[src/rtl/vlcp_pkg.sv]
package vlcp_pkg;

  typedef enum logic [1:0] {
    REG_WADDR  = 2'd0,
    REG_PART   = 2'd1,
    REG_COUNT  = 2'd2,
    REG_STATUS = 2'd3
  } reg_sel_e;

endpackage

[src/rtl/vlcp_merge.sv]
module vlcp_merge #(
  parameter int WORD_W = 32,
  parameter int CODE_W = 16,
  parameter int CNT_W  = 5,
  parameter int LEN_W  = 5
) (
  input  logic [WORD_W-1:0] acc_i,
  input  logic [CNT_W-1:0]  cnt_i,
  input  logic [CODE_W-1:0] code_i,
  input  logic [LEN_W-1:0]  len_i,
  output logic              full_o,
  output logic [WORD_W-1:0] emit_word_o,
  output logic [WORD_W-1:0] rem_word_o,
  output logic [CNT_W-1:0]  next_cnt_o,
  output logic [WORD_W-1:0] flush_word_o
);

  localparam int WIN_W = 2 * WORD_W;
  localparam int SUM_W = $clog2(WIN_W) + 1;

  logic [CODE_W-1:0] code_mask;
  logic [CODE_W-1:0] code_clean;
  logic [WORD_W-1:0] low_fill;
  logic [WORD_W-1:0] acc_clean;
  logic [SUM_W-1:0]  total;
  logic [SUM_W-1:0]  shamt;
  logic [WIN_W-1:0]  code_win;
  logic [WIN_W-1:0]  win;

  // one mask bit per code bit: kept when its index is below the length
  generate
    for (genvar b = 0; b < CODE_W; b++) begin : g_mask
      assign code_mask[b] = (SUM_W'(b) < SUM_W'(len_i));
    end
  endgenerate

  always_comb begin
    total      = SUM_W'(cnt_i) + SUM_W'(len_i);
    shamt      = SUM_W'(WIN_W) - total;
    low_fill   = {WORD_W{1'b1}} >> cnt_i;
    acc_clean  = acc_i & ~low_fill;
    code_clean = code_i & code_mask;
    code_win   = {{(WIN_W-CODE_W){1'b0}}, code_clean} << shamt;
    win        = {acc_clean, {WORD_W{1'b0}}} | code_win;
    full_o     = (total >= SUM_W'(WORD_W));
    emit_word_o = win[WIN_W-1:WORD_W];
    if (full_o) begin
      rem_word_o = win[WORD_W-1:0];
      next_cnt_o = CNT_W'(total - SUM_W'(WORD_W));
    end else begin
      rem_word_o = win[WIN_W-1:WORD_W];
      next_cnt_o = CNT_W'(total);
    end
    flush_word_o = acc_clean | low_fill;
  end

endmodule

[src/rtl/vlcp_wbuf.sv]
module vlcp_wbuf #(
  parameter int WORD_W = 32
) (
  input  logic              clk,
  input  logic              rst_n,
  input  logic              load_i,
  input  logic [WORD_W-1:0] load_addr_i,
  input  logic [WORD_W-1:0] load_data_i,
  input  logic              mem_wready_i,
  output logic              valid_o,
  output logic [WORD_W-1:0] addr_o,
  output logic [WORD_W-1:0] data_o
);

  logic              valid_q, valid_d;
  logic [WORD_W-1:0] addr_q, data_q;
  logic              cap_en;

  always_comb begin
    valid_d = valid_q;
    if (valid_q && mem_wready_i) valid_d = 1'b0;
    if (load_i)                  valid_d = 1'b1;
    cap_en = load_i;
  end

  always_ff @(posedge clk or negedge rst_n) begin
    if (!rst_n) begin
      valid_q <= 1'b0;
      addr_q  <= '0;
      data_q  <= '0;
    end else begin
      valid_q <= valid_d;
      if (cap_en) begin
        addr_q <= load_addr_i;
        data_q <= load_data_i;
      end
    end
  end

  assign valid_o = valid_q;
  assign addr_o  = addr_q;
  assign data_o  = data_q;

  AST_NO_OVERFLOW: assert property (@(posedge clk) disable iff (!rst_n)
    load_i |-> !valid_q);

  AST_WR_HOLD: assert property (@(posedge clk) disable iff (!rst_n)
    (valid_q && !mem_wready_i) |=> (valid_q && $stable(addr_q) && $stable(data_q)));

endmodule

[src/rtl/vlcp_state.sv]
module vlcp_state
  import vlcp_pkg::*;
#(
  parameter int WORD_W = 32,
  parameter int CNT_W  = 5
) (
  input  logic              clk,
  input  logic              rst_n,
  input  logic              spr_we_i,
  input  logic [1:0]        spr_sel_i,
  input  logic [WORD_W-1:0] spr_wdata_i,
  input  logic              code_take_i,
  input  logic [WORD_W-1:0] code_rem_i,
  input  logic [CNT_W-1:0]  code_cnt_i,
  input  logic              flush_take_i,
  input  logic              err_take_i,
  input  logic              emit_i,
  output logic [WORD_W-1:0] addr_o,
  output logic [WORD_W-1:0] acc_o,
  output logic [CNT_W-1:0]  cnt_o,
  output logic              err_o,
  output logic [WORD_W-1:0] rdata_o
);

  localparam int ADDR_LSB = $clog2(WORD_W / 8);
  localparam logic [WORD_W-1:0] ADDR_STEP = WORD_W'(WORD_W / 8);

  reg_sel_e          sel;
  logic [WORD_W-1:0] addr_q, addr_d;
  logic [WORD_W-1:0] acc_q, acc_d;
  logic [CNT_W-1:0]  cnt_q, cnt_d;
  logic              err_q, err_d;

  assign sel = reg_sel_e'(spr_sel_i);

  always_comb begin
    addr_d = addr_q;
    acc_d  = acc_q;
    cnt_d  = cnt_q;
    err_d  = err_q;
    if (spr_we_i) begin
      unique case (sel)
        REG_WADDR: begin
          addr_d = {spr_wdata_i[WORD_W-1:ADDR_LSB], {ADDR_LSB{1'b0}}};
          cnt_d  = '0;
        end
        REG_PART:   acc_d = spr_wdata_i;
        REG_COUNT:  cnt_d = spr_wdata_i[CNT_W-1:0];
        REG_STATUS: err_d = spr_wdata_i[0];
        default: ;
      endcase
    end else begin
      if (code_take_i) begin
        acc_d = code_rem_i;
        cnt_d = code_cnt_i;
      end
      if (flush_take_i) begin
        acc_d = '0;
        cnt_d = '0;
      end
      if (err_take_i) err_d = 1'b1;
      if (emit_i)     addr_d = addr_q + ADDR_STEP;
    end
  end

  always_ff @(posedge clk or negedge rst_n) begin
    if (!rst_n) begin
      addr_q <= '0;
      acc_q  <= '0;
      cnt_q  <= '0;
      err_q  <= 1'b0;
    end else begin
      addr_q <= addr_d;
      acc_q  <= acc_d;
      cnt_q  <= cnt_d;
      err_q  <= err_d;
    end
  end

  always_comb begin
    unique case (sel)
      REG_WADDR:  rdata_o = addr_q;
      REG_PART:   rdata_o = acc_q;
      REG_COUNT:  rdata_o = WORD_W'(cnt_q);
      REG_STATUS: rdata_o = WORD_W'(err_q);
      default:    rdata_o = '0;
    endcase
  end

  assign addr_o = addr_q;
  assign acc_o  = acc_q;
  assign cnt_o  = cnt_q;
  assign err_o  = err_q;

  AST_ADDR_STEP: assert property (@(posedge clk) disable iff (!rst_n)
    (emit_i && !spr_we_i) |=> (addr_q == $past(addr_q) + ADDR_STEP));

  AST_FLUSH_CLEARS: assert property (@(posedge clk) disable iff (!rst_n)
    (flush_take_i && !spr_we_i) |=> (cnt_q == '0));

  AST_ERR_CAUSE: assert property (@(posedge clk) disable iff (!rst_n)
    $rose(err_q) |-> $past(err_take_i || (spr_we_i && sel == REG_STATUS)));

  AST_ADDR_WR_CLR: assert property (@(posedge clk) disable iff (!rst_n)
    (spr_we_i && sel == REG_WADDR) |=> (cnt_q == '0 && addr_q[ADDR_LSB-1:0] == '0));

endmodule

[src/rtl/vlc_packer.sv]
module vlc_packer #(
  parameter int WORD_W = 32,
  parameter int CODE_W = 16
) (
  input  logic                         clk,
  input  logic                         rst_n,
  input  logic                         pk_enable,
  input  logic                         cmd_valid,
  input  logic                         cmd_flush,
  input  logic [CODE_W-1:0]            cmd_code,
  input  logic [$clog2(CODE_W):0]      cmd_len,
  output logic                         cmd_ready,
  output logic                         mem_wvalid,
  output logic [WORD_W-1:0]            mem_waddr,
  output logic [WORD_W-1:0]            mem_wdata,
  input  logic                         mem_wready,
  input  logic                         spr_we,
  input  logic [1:0]                   spr_sel,
  input  logic [WORD_W-1:0]            spr_wdata,
  output logic [WORD_W-1:0]            spr_rdata
);

  localparam int LEN_W = $clog2(CODE_W) + 1;
  localparam int CNT_W = $clog2(WORD_W);

  // reset: asserted asynchronously, released on a clock edge
  logic [1:0] rst_sync;
  logic       rst_core_n;

  always_ff @(posedge clk or negedge rst_n) begin
    if (!rst_n) rst_sync <= 2'b00;
    else        rst_sync <= {rst_sync[0], 1'b1};
  end
  assign rst_core_n = rst_sync[1];

  logic [WORD_W-1:0] addr_q, acc_q;
  logic [CNT_W-1:0]  cnt_q;
  logic              err_q;
  logic              full;
  logic [WORD_W-1:0] emit_word, rem_word, flush_word;
  logic [CNT_W-1:0]  next_cnt;
  logic              accept, len_bad;
  logic              code_take, flush_take, err_take, emit;
  logic [WORD_W-1:0] load_data;

  vlcp_merge #(
    .WORD_W(WORD_W), .CODE_W(CODE_W), .CNT_W(CNT_W), .LEN_W(LEN_W)
  ) u_merge (
    .acc_i       (acc_q),
    .cnt_i       (cnt_q),
    .code_i      (cmd_code),
    .len_i       (cmd_len),
    .full_o      (full),
    .emit_word_o (emit_word),
    .rem_word_o  (rem_word),
    .next_cnt_o  (next_cnt),
    .flush_word_o(flush_word)
  );

  always_comb begin
    cmd_ready  = !mem_wvalid && !spr_we;
    accept     = cmd_valid && cmd_ready;
    len_bad    = (cmd_len == '0) || (cmd_len > LEN_W'(CODE_W));
    code_take  = accept && pk_enable && !cmd_flush && !len_bad;
    err_take   = accept && pk_enable && !cmd_flush && len_bad;
    flush_take = accept && pk_enable && cmd_flush;
    emit       = (code_take && full) || (flush_take && (cnt_q != '0));
    load_data  = cmd_flush ? flush_word : emit_word;
  end

  vlcp_state #(
    .WORD_W(WORD_W), .CNT_W(CNT_W)
  ) u_state (
    .clk         (clk),
    .rst_n       (rst_core_n),
    .spr_we_i    (spr_we),
    .spr_sel_i   (spr_sel),
    .spr_wdata_i (spr_wdata),
    .code_take_i (code_take),
    .code_rem_i  (rem_word),
    .code_cnt_i  (next_cnt),
    .flush_take_i(flush_take),
    .err_take_i  (err_take),
    .emit_i      (emit),
    .addr_o      (addr_q),
    .acc_o       (acc_q),
    .cnt_o       (cnt_q),
    .err_o       (err_q),
    .rdata_o     (spr_rdata)
  );

  vlcp_wbuf #(
    .WORD_W(WORD_W)
  ) u_wbuf (
    .clk         (clk),
    .rst_n       (rst_core_n),
    .load_i      (emit),
    .load_addr_i (addr_q),
    .load_data_i (load_data),
    .mem_wready_i(mem_wready),
    .valid_o     (mem_wvalid),
    .addr_o      (mem_waddr),
    .data_o      (mem_wdata)
  );

  AST_DISABLED_NOP: assert property (@(posedge clk) disable iff (!rst_core_n)
    (cmd_valid && cmd_ready && !pk_enable) |=>
      (!mem_wvalid && $stable(cnt_q) && $stable(acc_q) && $stable(addr_q) && $stable(err_q)));

  AST_BAD_LEN_NOP: assert property (@(posedge clk) disable iff (!rst_core_n)
    err_take |=> (!mem_wvalid && $stable(cnt_q) && $stable(acc_q) && err_q));

endmodule

[config.mk]
export PLATFORM = sky130hd
export DESIGN_NAME = vlc_packer
export DESIGN_NICKNAME = d
export VERILOG_FILES = /design/src/rtl/vlcp_pkg.sv /design/src/rtl/vlcp_merge.sv /design/src/rtl/vlcp_wbuf.sv /design/src/rtl/vlcp_state.sv /design/src/rtl/vlc_packer.sv
export SDC_FILE = /design/constraint.sdc
export NUM_CORES = 1
export LEC_CHECK = 0
export BUFFER_PORTS_ARGS = -buffer_cell sky130_fd_sc_hd__buf_2
export CORE_ASPECT_RATIO = 0.6
export CORE_MARGIN = 5
export CORE_UTILIZATION = 23
export DETAILED_ROUTE_END_ITERATION = 7
export HOLD_SLACK_MARGIN = 0.15
export SYNTH_ARGS = -nofsm -noshare
export SYNTH_HDL_FRONTEND = slang
export SYNTH_SLANG_ARGS = --single-unit
[constraint.sdc]
create_clock -name clk -period 5.45 [get_ports clk]
set_input_delay 0.2725 -clock clk [delete_from_list [all_inputs] [get_ports clk]]
set_output_delay 0.2725 -clock clk [all_outputs]
set_load 0.02 [all_outputs]
==> results.tsv, run 1 <==
metric	value	unit
syn_inst	1276	
first_global_vias	10600	
die_h	172	µm
required	5760	ps
hold_viol_final	0	
vias_per_cell	5.65	
dieArea	47900	µm²
r2r.worst_path.cells	11	
grt_pass1_wl	72400	µm
status	finished, final reports clean	
yosysWarnings	0	
io_pins	160	
cp-end-kind	register	
layout_worst_path_cycle_share	80.2	%
whs	177	ps
synth-main-ff-cell	dfrtp_1	
gp_congestion	1.03	
synth_edf_count	0	
ir_drop	0.000275	V
max-slew-margin-rel	22.6	%
syn_area_per_cell	7.85	µm²
coreArea	43200	µm²
num_vias	11300	
r2r_setup_slack	1080	ps
synth_seq_cells	133	
dp_hpwl	38500	µm
hold_start	spr_wdata[8]	
drv_cap	0	
clockBufferDepth	2	
critPathArrivalTime	4680	ps
diodes	0	
critPathLaunch	u_state.cnt_o[0]	
final_nets	1471	
insertion_delay	450	ps
cts_buffers	17	
dp_slack	1180	ps
firstDrtPassIters	5	
async_flop_share	100	%
power	0.00631	W
drt_iter0_markers	1570	
netlist_area	10000	µm²
routedWlPerCell	25.2	µm
ant_nets	0	
whs_path_depth	3	
rows	59	
grt_max_degree	62	
seq_area_frac_synth	33.2	%
synth_cell_types	96	
start_util	23.2	%
grt-ovfl-total	0	
startpoint_type	register	
cp_max_fo	22	
fill_cells	4665	
mostFrequentLayoutCell	nand2_1	
syn_to_final_growth	21.4	%
htreeDepth	4	
period_minus_slack	4370	ps
skew	9.62	ps
clk_pin_slew	70	ps
tns	0	ps
grtUsageTotal	20.2	%
post-cts-setup-buffer-count	0	
critical_path_class	register to register	
wirelength	50200	µm
port_buffers	157	
setup_violations	0	
grt_setup_unrepaired	false	
mostFrequentLayoutCells	nand2_1 (204), buf_2 (157), dfrtp_1 (132), nor2_1 (104), o21ai_0 (98)	
reg2reg_to	u_wbuf.data_o[26]	
hold_path_class	primary input to register	
p_per_area	519	nW/µm²
tritoncts	done	
drive_gt1_share	18.7	%
fin_ws	1080	ps
r2r_start	u_state.cnt_o[0]	
cp-endpoint	u_wbuf.data_o[26]	
slew_viol_final	0	
worstMarginPinSlew	1150	ps
numClockSinks	133	
die_w	279	µm
fmax	229	MHz
drc	0	
p_leak	5.18	nW
cts_root_buf	clkbuf_16	
antenna_found_initial	1	
metal layers:
metal / wire length (µm) / vias to the layer above / track usage (%) / share of wire (%)
li1: - / 4992 / - / -
met1: 22700 / 5549 / 29.4 / 45
met4: 1230 / 0 / 5.80 / 2.4
met3: 6170 / 76 / 7.60 / 12
met5: 0 / - / 0 / 0
met2: 20100 / 650 / 27.7 / 40
synth_stat cells (all sizes together) (4+ instances only):
cell type  count  area share (%)
nor3b          5            0.37
a22oi         21             1.6
o311ai         7            0.61
o2bb2ai        6            0.52
nand4          9            0.56
or2           10            0.62
o22ai         22             1.4
clkbuf        57             2.1
ha             7            0.87
o21a           9            0.67
nor2b          8            0.50
a21oi         97             4.8
and3          17             1.1
o211ai        16             1.2
nand2b         9            0.56
nor3          41             2.2
nor2         108             4.2
nor4          10            0.62
buf           52             2.9
a21o          12            0.90
mux2i         46             4.6
o31ai         12            0.95
a211oi        14             1.1
or3            7            0.44
a31oi         23             1.4
a221oi         9            0.96
a22o           7            0.61
dfrtp        133              33
o22a           4            0.35
nand2        204             7.6
inv           20            0.75
a221o         11             1.1
a32oi         13             1.1
o21ai        113             5.6
o221ai        10            0.87
nand3         40             2.0
mux2           7            0.79
and2          12            0.77
a21boi         8            0.64
what timing repair did:
| item | CTS | global route |
|---|---|---|
| endpoints found under the hold margin | 27 | 0 |
| hold buffers | 23 | 0 |
| endpoints found under the setup margin | 0 | 0 |
| resized for setup | 0 | 0 |
registers in the layout, indices dropped and copies added (netlist names):
signal,flops
u_state.acc_o,32
u_state.err_o,1
u_wbuf.data_o,32
u_wbuf.addr_o,30
rst_sync,2
u_wbuf.valid_o,1
u_state.cnt_o,5
u_state.addr_o,30
report_power, final:
group | switching [W] | internal (W) | leakage [nW]
Clock | 0.000520 | 0.000691 | 0.281
Combinational | 0.00236 | 0.00108 | 3.26
Sequential | 0.000349 | 0.00130 | 1.64
worst min-delay path by stage:
stage and to:
3_5_place_dp rst_sync[0], 6_report u_state.addr_o[8], 2_1_floorplan rst_sync[0], 3_3_place_gp rst_sync[0], 5_1_grt u_state.addr_o[8], 4_1_cts u_state.addr_o[8]
final cells by class:
type	instances	area, µm²	share of cell area [%]
clock buffer	19	443	3.65
clock inverter	13	149	1.23
inverter	21	78.8	0.649
multi-input combinational	1014	6150	50.6
sequential	133	3330	27.4
tap	579	724	5.96
timing repair buffer	214	1270	10.5
per-stage QoR:
step / cell area [µm²] / utilization [%] / std cells
2_1_floorplan: 10000 / - / 1277
3_3_place_gp: 11300 / 26.2 / 1938
3_5_place_dp: 11300 / 26.2 / 1938
4_1_cts: 12200 / 28.1 / 1993
5_1_grt: 12200 / 28.1 / 1993
6_report: 12200 / 28.1 / 1993
critical path, cell delays in order (launching register included):
cell      delay [ps]
dfrtp_1          440
ha_1             260
fa_1             560
inv_1             80
ha_1             290
xnor3_1          830
o41ai_1          220
o311ai_0         180
o21ai_0          380
mux2_2           420
a22oi_1          370
o221ai_1         180
cells by family (layout without fill, tap and decap cells):
group	count (synthesis)	after routing	share of synthesized area, %
mux	55	55	5.84
fa+ha+maj	8	8	1.07
buf+inv	130	267	5.79
xor+xnor	5	5	0.875
other cells	2	3	0.0750
flops	133	133	33.2
simple gates	490	490	22.5
compound gates	453	453	30.6
(Power assumes the default switching activity.)
==> inputs of run 2 (changes only) <==
Clock period 5.45 ns to 4.4 ns, I/O delays scaled along.
==> results.tsv, run 2 (same netlist as run 1, synthesis figures left out) <==
metric	value	unit
drt_iter0_markers	1500	
startpoint_type	register	
critPathArrivalTime	4560	ps
hold_viol_final	0	
pwr-share-clk	18.4	%
rows	59	
sw_frac_of_total	50.0	%
htreeDepth	4	
grt_pass1_wl	73300	µm
slew_viol_final	0	
drv_cap	0	
dp_slack	325	ps
p_sw	0.00404	W
mostFrequentLayoutCell	nand2_1	
max-slew-margin-rel	14.1	%
layout_worst_path_cycle_share	96.2	%
setup_violations	0	
final_nets	1521	
clk_pin_slew	60	ps
tritoncts	done	
cp_max_fo	13	
io_pins	160	
num_vias	11400	
dp_hpwl	39300	µm
fin_ws	168	ps
first_global_vias	10700	
grt_max_degree	72	
port_buffers	157	
hold_path_class	primary input to register	
grt-ovfl-total	0	
skew	10.1	ps
diodes	0	
antenna_found_initial	2	
start_util	23.2	%
fmax	236	MHz
gp_congestion	0.984	
power_frac_comb	56.6	%
required	4730	ps
grt_setup_unrepaired	false	
ir_drop	0.000290	V
violations	DRC	
firstDrtPassIters	7	
seq_power_share	25.0	%
cp-end-kind	register	
p_per_area	644	nW/µm²
ant_nets	0	
mostFrequentLayoutCells	nand2_1 (204), buf_2 (157), dfrtp_1 (132), nor2_1 (104), o21ai_0 (98)	
coreArea	43200	µm²
die_w	279	µm
finish.utilization	29.1	%
insertion_delay	450	ps
drc	2	
p_leak	5.42	nW
fill_cells	4704	
critical_path_class	register to register	
drive_gt1_share	20.8	%
status	finished with violations	
dieArea	47900	µm²
clockBufferDepth	2	
worstMarginPinSlew	1290	ps
vias_per_cell	5.56	
wirelength	50200	µm
grtUsageTotal	20.4	%
internal-power	0.00404	W
cts_root_buf	clkbuf_16	
period_minus_slack	4230	ps
syn_to_final_growth	25.4	%
numClockSinks	133	
routedWlPerCell	24.6	µm
die_h	172	µm
cts_buffers	17	
tns	0	ps
-- run 2: what timing repair did --
item                       in CTS  in global routing
gates resized for setup         0                  0
hold buffers                   31                  0
hold endpoints to repair       43                  0
setup buffers                   0                  0
setup endpoints to repair       0                  0
-- run 2: final timing paths --
check	start	end	slack [ps]	depth (start not counted)
worst min register to register	rst_sync[0]	rst_sync[1]	350	0
max in group asynchronous	rst_sync[1]	u_state.acc_o[29]	3090	1
min in group asynchronous	rst_sync[1]	u_wbuf.addr_o[7]	520	1
worst max-delay path	u_state.cnt_o[0]	u_wbuf.data_o[21]	170	12
worst min-delay path	spr_wdata[15]	u_state.addr_o[15]	200	5
worst max register to register	u_state.cnt_o[0]	u_wbuf.data_o[21]	170	12
-- run 2: metal layers --
layer	GRT usage (%)	part of all wire [%]
met3	5.63	10
met4	3.74	1.5
met5	0	0.034
met2	29.1	41
met1	30.7	47
-- run 2: area by class of cell --
class / count / area [µm²] / share of cell area, %
clock buffers: 21 / 460 / 3.67
clock inverters: 11 / 125 / 0.996
inverters: 21 / 78.8 / 0.628
multi-input cells: 1014 / 6150 / 48.9
flip-flops and latches: 133 / 3330 / 26.5
well taps: 579 / 724 / 5.77
repair buffers: 264 / 1690 / 13.5
-- run 2: critical path: stages (launching register included) --
cell	delay, ps
dfrtp_1	440
ha_1	260
fa_1	570
inv_1	90
ha_1	280
xnor3_1	670
o221ai_1	290
o21ai_0	300
o22ai_1	240
a211oi_1	440
buf_4	190
nor2_1	40
a221o_1	290
-- run 2: power by group through the flow --
stage               Combinational (W)  Sequential, W  Clock [W]
finish                        0.00458        0.00202    0.00149
global route                  0.00486        0.00207    0.00155
CTS                           0.00447        0.00202    0.00151
detailed placement            0.00443        0.00204          0
global placement              0.00443        0.00204          0
floorplan                     0.00242        0.00219          0
-- run 2: metrics by stage --
step                      cells  cell area (µm²)  total power, W  hold slack, ps
after detailed placement   1980            11700         0.00647            11.7
after floorplan            1277            10000         0.00460           -75.6
after global placement     1980            11700         0.00647            9.89
after global routing       2043            12600         0.00848             236
final                      2043            12600         0.00809             200
after CTS                  2043            12600         0.00800             188
==> inputs of run 3 (changes only) <==
Settings changed: CORE_ASPECT_RATIO 0.6 to unset.
==> results.tsv, run 3 (same netlist as run 1, synthesis figures left out) <==
metric	value	unit
gp_congestion	0.990	
grt-ovfl-total	0	
cts_buffers	17	
drv_cap	0	
fill_cells	4691	
diodes	0	
dp_hpwl	36100	µm
grt_pass1_wl	69400	µm
coreArea	43100	µm²
die_w	219	µm
max-slew-margin-rel	37.3	%
antenna_found_initial	2	
die_h	219	µm
worstMarginPinSlew	940	ps
wirelength	47300	µm
period_minus_slack	4240	ps
grtUsageTotal	19.2	%
first_global_vias	10500	
start_util	23.2	%
htreeDepth	4	
p_per_area	638	nW/µm²
dp_cells	1960	
setup_violations	0	
clk_pin_slew	60	ps
cts_resized	0	
ant_nets	0	
numClockSinks	133	
port_buffers	157	
dieArea	47800	µm²
layout_worst_path_cycle_share	96.3	%
io_pins	160	
final_cells	2021	
critPathArrivalTime	4550	ps
skew	25.3	ps
mostFrequentLayoutCells	nand2_1 (204), buf_2 (157), dfrtp_1 (132), nor2_1 (104)	
mostFrequentLayoutCell	nand2_1	
final_nets	1493	
holdBufCountCts	29	
cp_max_fo	13	
status	finished, final reports clean	
startpoint_type	register	
fmax	236	MHz
grt_max_degree	70	
tritoncts	done	
ir_drop	0.000297	V
critical_path_class	register to register	
drive_gt1_share	19.6	%
syn_to_final_growth	24.1	%
grt_setup_unrepaired	false	
rows	76	
routedWlPerCell	23.4	µm
post-cts-setup-buffer-count	0	
drc	0	
slew_viol_final	0	
drt_iter0_markers	1103	
cts_root_buf	clkbuf_16	
required	4720	ps
hold_path_class	primary input to register	
p_leak	5.33	nW
clockBufferDepth	2	
vias_per_cell	5.49	
insertion_delay	460	ps
num_vias	11100	
hold_viol_final	0	
cp-end-kind	register	
firstDrtPassIters	5	
tns	0	ps
## run 3: cell types whose count changed in the layout (fill, tap and decap cells not counted)
cell           before  now
dlygate4sd3_1      31   29
clkinvlp_4          5    2
clkbuf_8            2    1
o21ai_1            14   15
bufinv_16           2    4
clkbuf_1            2    0
clkinv_2            2    0
inv_8               0    2
buf_12              2    3
buf_4              74   47
o21ai_0            98   97
inv_6               2    6
## run 3: cell type report
cell class | count | area (µm²) | share of cell area, %
Multi-Input combinational cell | 1014 | 6150 | 49.5
Inverter | 21 | 78.8 | 0.634
Clock buffer | 18 | 439 | 3.53
Tap cell | 585 | 732 | 5.89
Timing Repair Buffer | 236 | 1490 | 12.0
Clock inverter | 14 | 210 | 1.69
Sequential cell | 133 | 3330 | 26.8
## run 3: critical path, stage by stage (launching register included)
cell	delay, ps
dfrtp_1	450
ha_1	250
fa_1	560
inv_1	80
ha_1	270
xnor3_1	570
buf_4	250
o21ai_0	310
o22ai_1	250
o21ai_0	570
o2111ai_1	290
a21boi_2	240
## run 3: layer usage
metal	wire length (µm)	GRT usage (%)
met3	3820	4.14
met2	21200	29.9
met1	20900	26.7
met4	1430	6.15
met5	27	0
## run 3: path summary, 6_finish.rpt
check	from	endpoint	slack, ps	cells after the start
hold reg to reg	rst_sync[0]	rst_sync[1]	380	0
hold / removal	spr_wdata[22]	u_state.addr_o[22]	180	3
setup / recovery	u_state.cnt_o[0]	u_wbuf.data_o[13]	160	11
max in group asynchronous	rst_sync[1]	u_state.addr_o[31]	2990	1
setup reg to reg	u_state.cnt_o[0]	u_wbuf.data_o[13]	160	11
min in group asynchronous	rst_sync[1]	u_state.addr_o[27]	460	0
## run 3: through the flow
stage                     util, %  worst slack (ps)  cell area [µm²]  hold WS, ps  total power (W)
final                        28.8               164            12400          177          0.00793
after detailed placement     26.7               385            11500         14.3          0.00622
after floorplan                 -               420            10000        -75.6          0.00460
after global routing         28.8              23.1            12400          179          0.00834
after CTS                    28.8               391            12400          162          0.00790
after global placement       26.7               414            11500         6.15          0.00620
## run 3: power breakdown
part / total, W / switching, W / leakage [nW] / internal (W)
combinational: 0.00421 / 0.00279 / 3.38 / 0.00142
clock: 0.00165 / 0.000663 / 0.313 / 0.000983
sequential: 0.00207 / 0.000457 / 1.64 / 0.00161
total: 0.00793 / 0.00392 / 5.33 / 0.00401
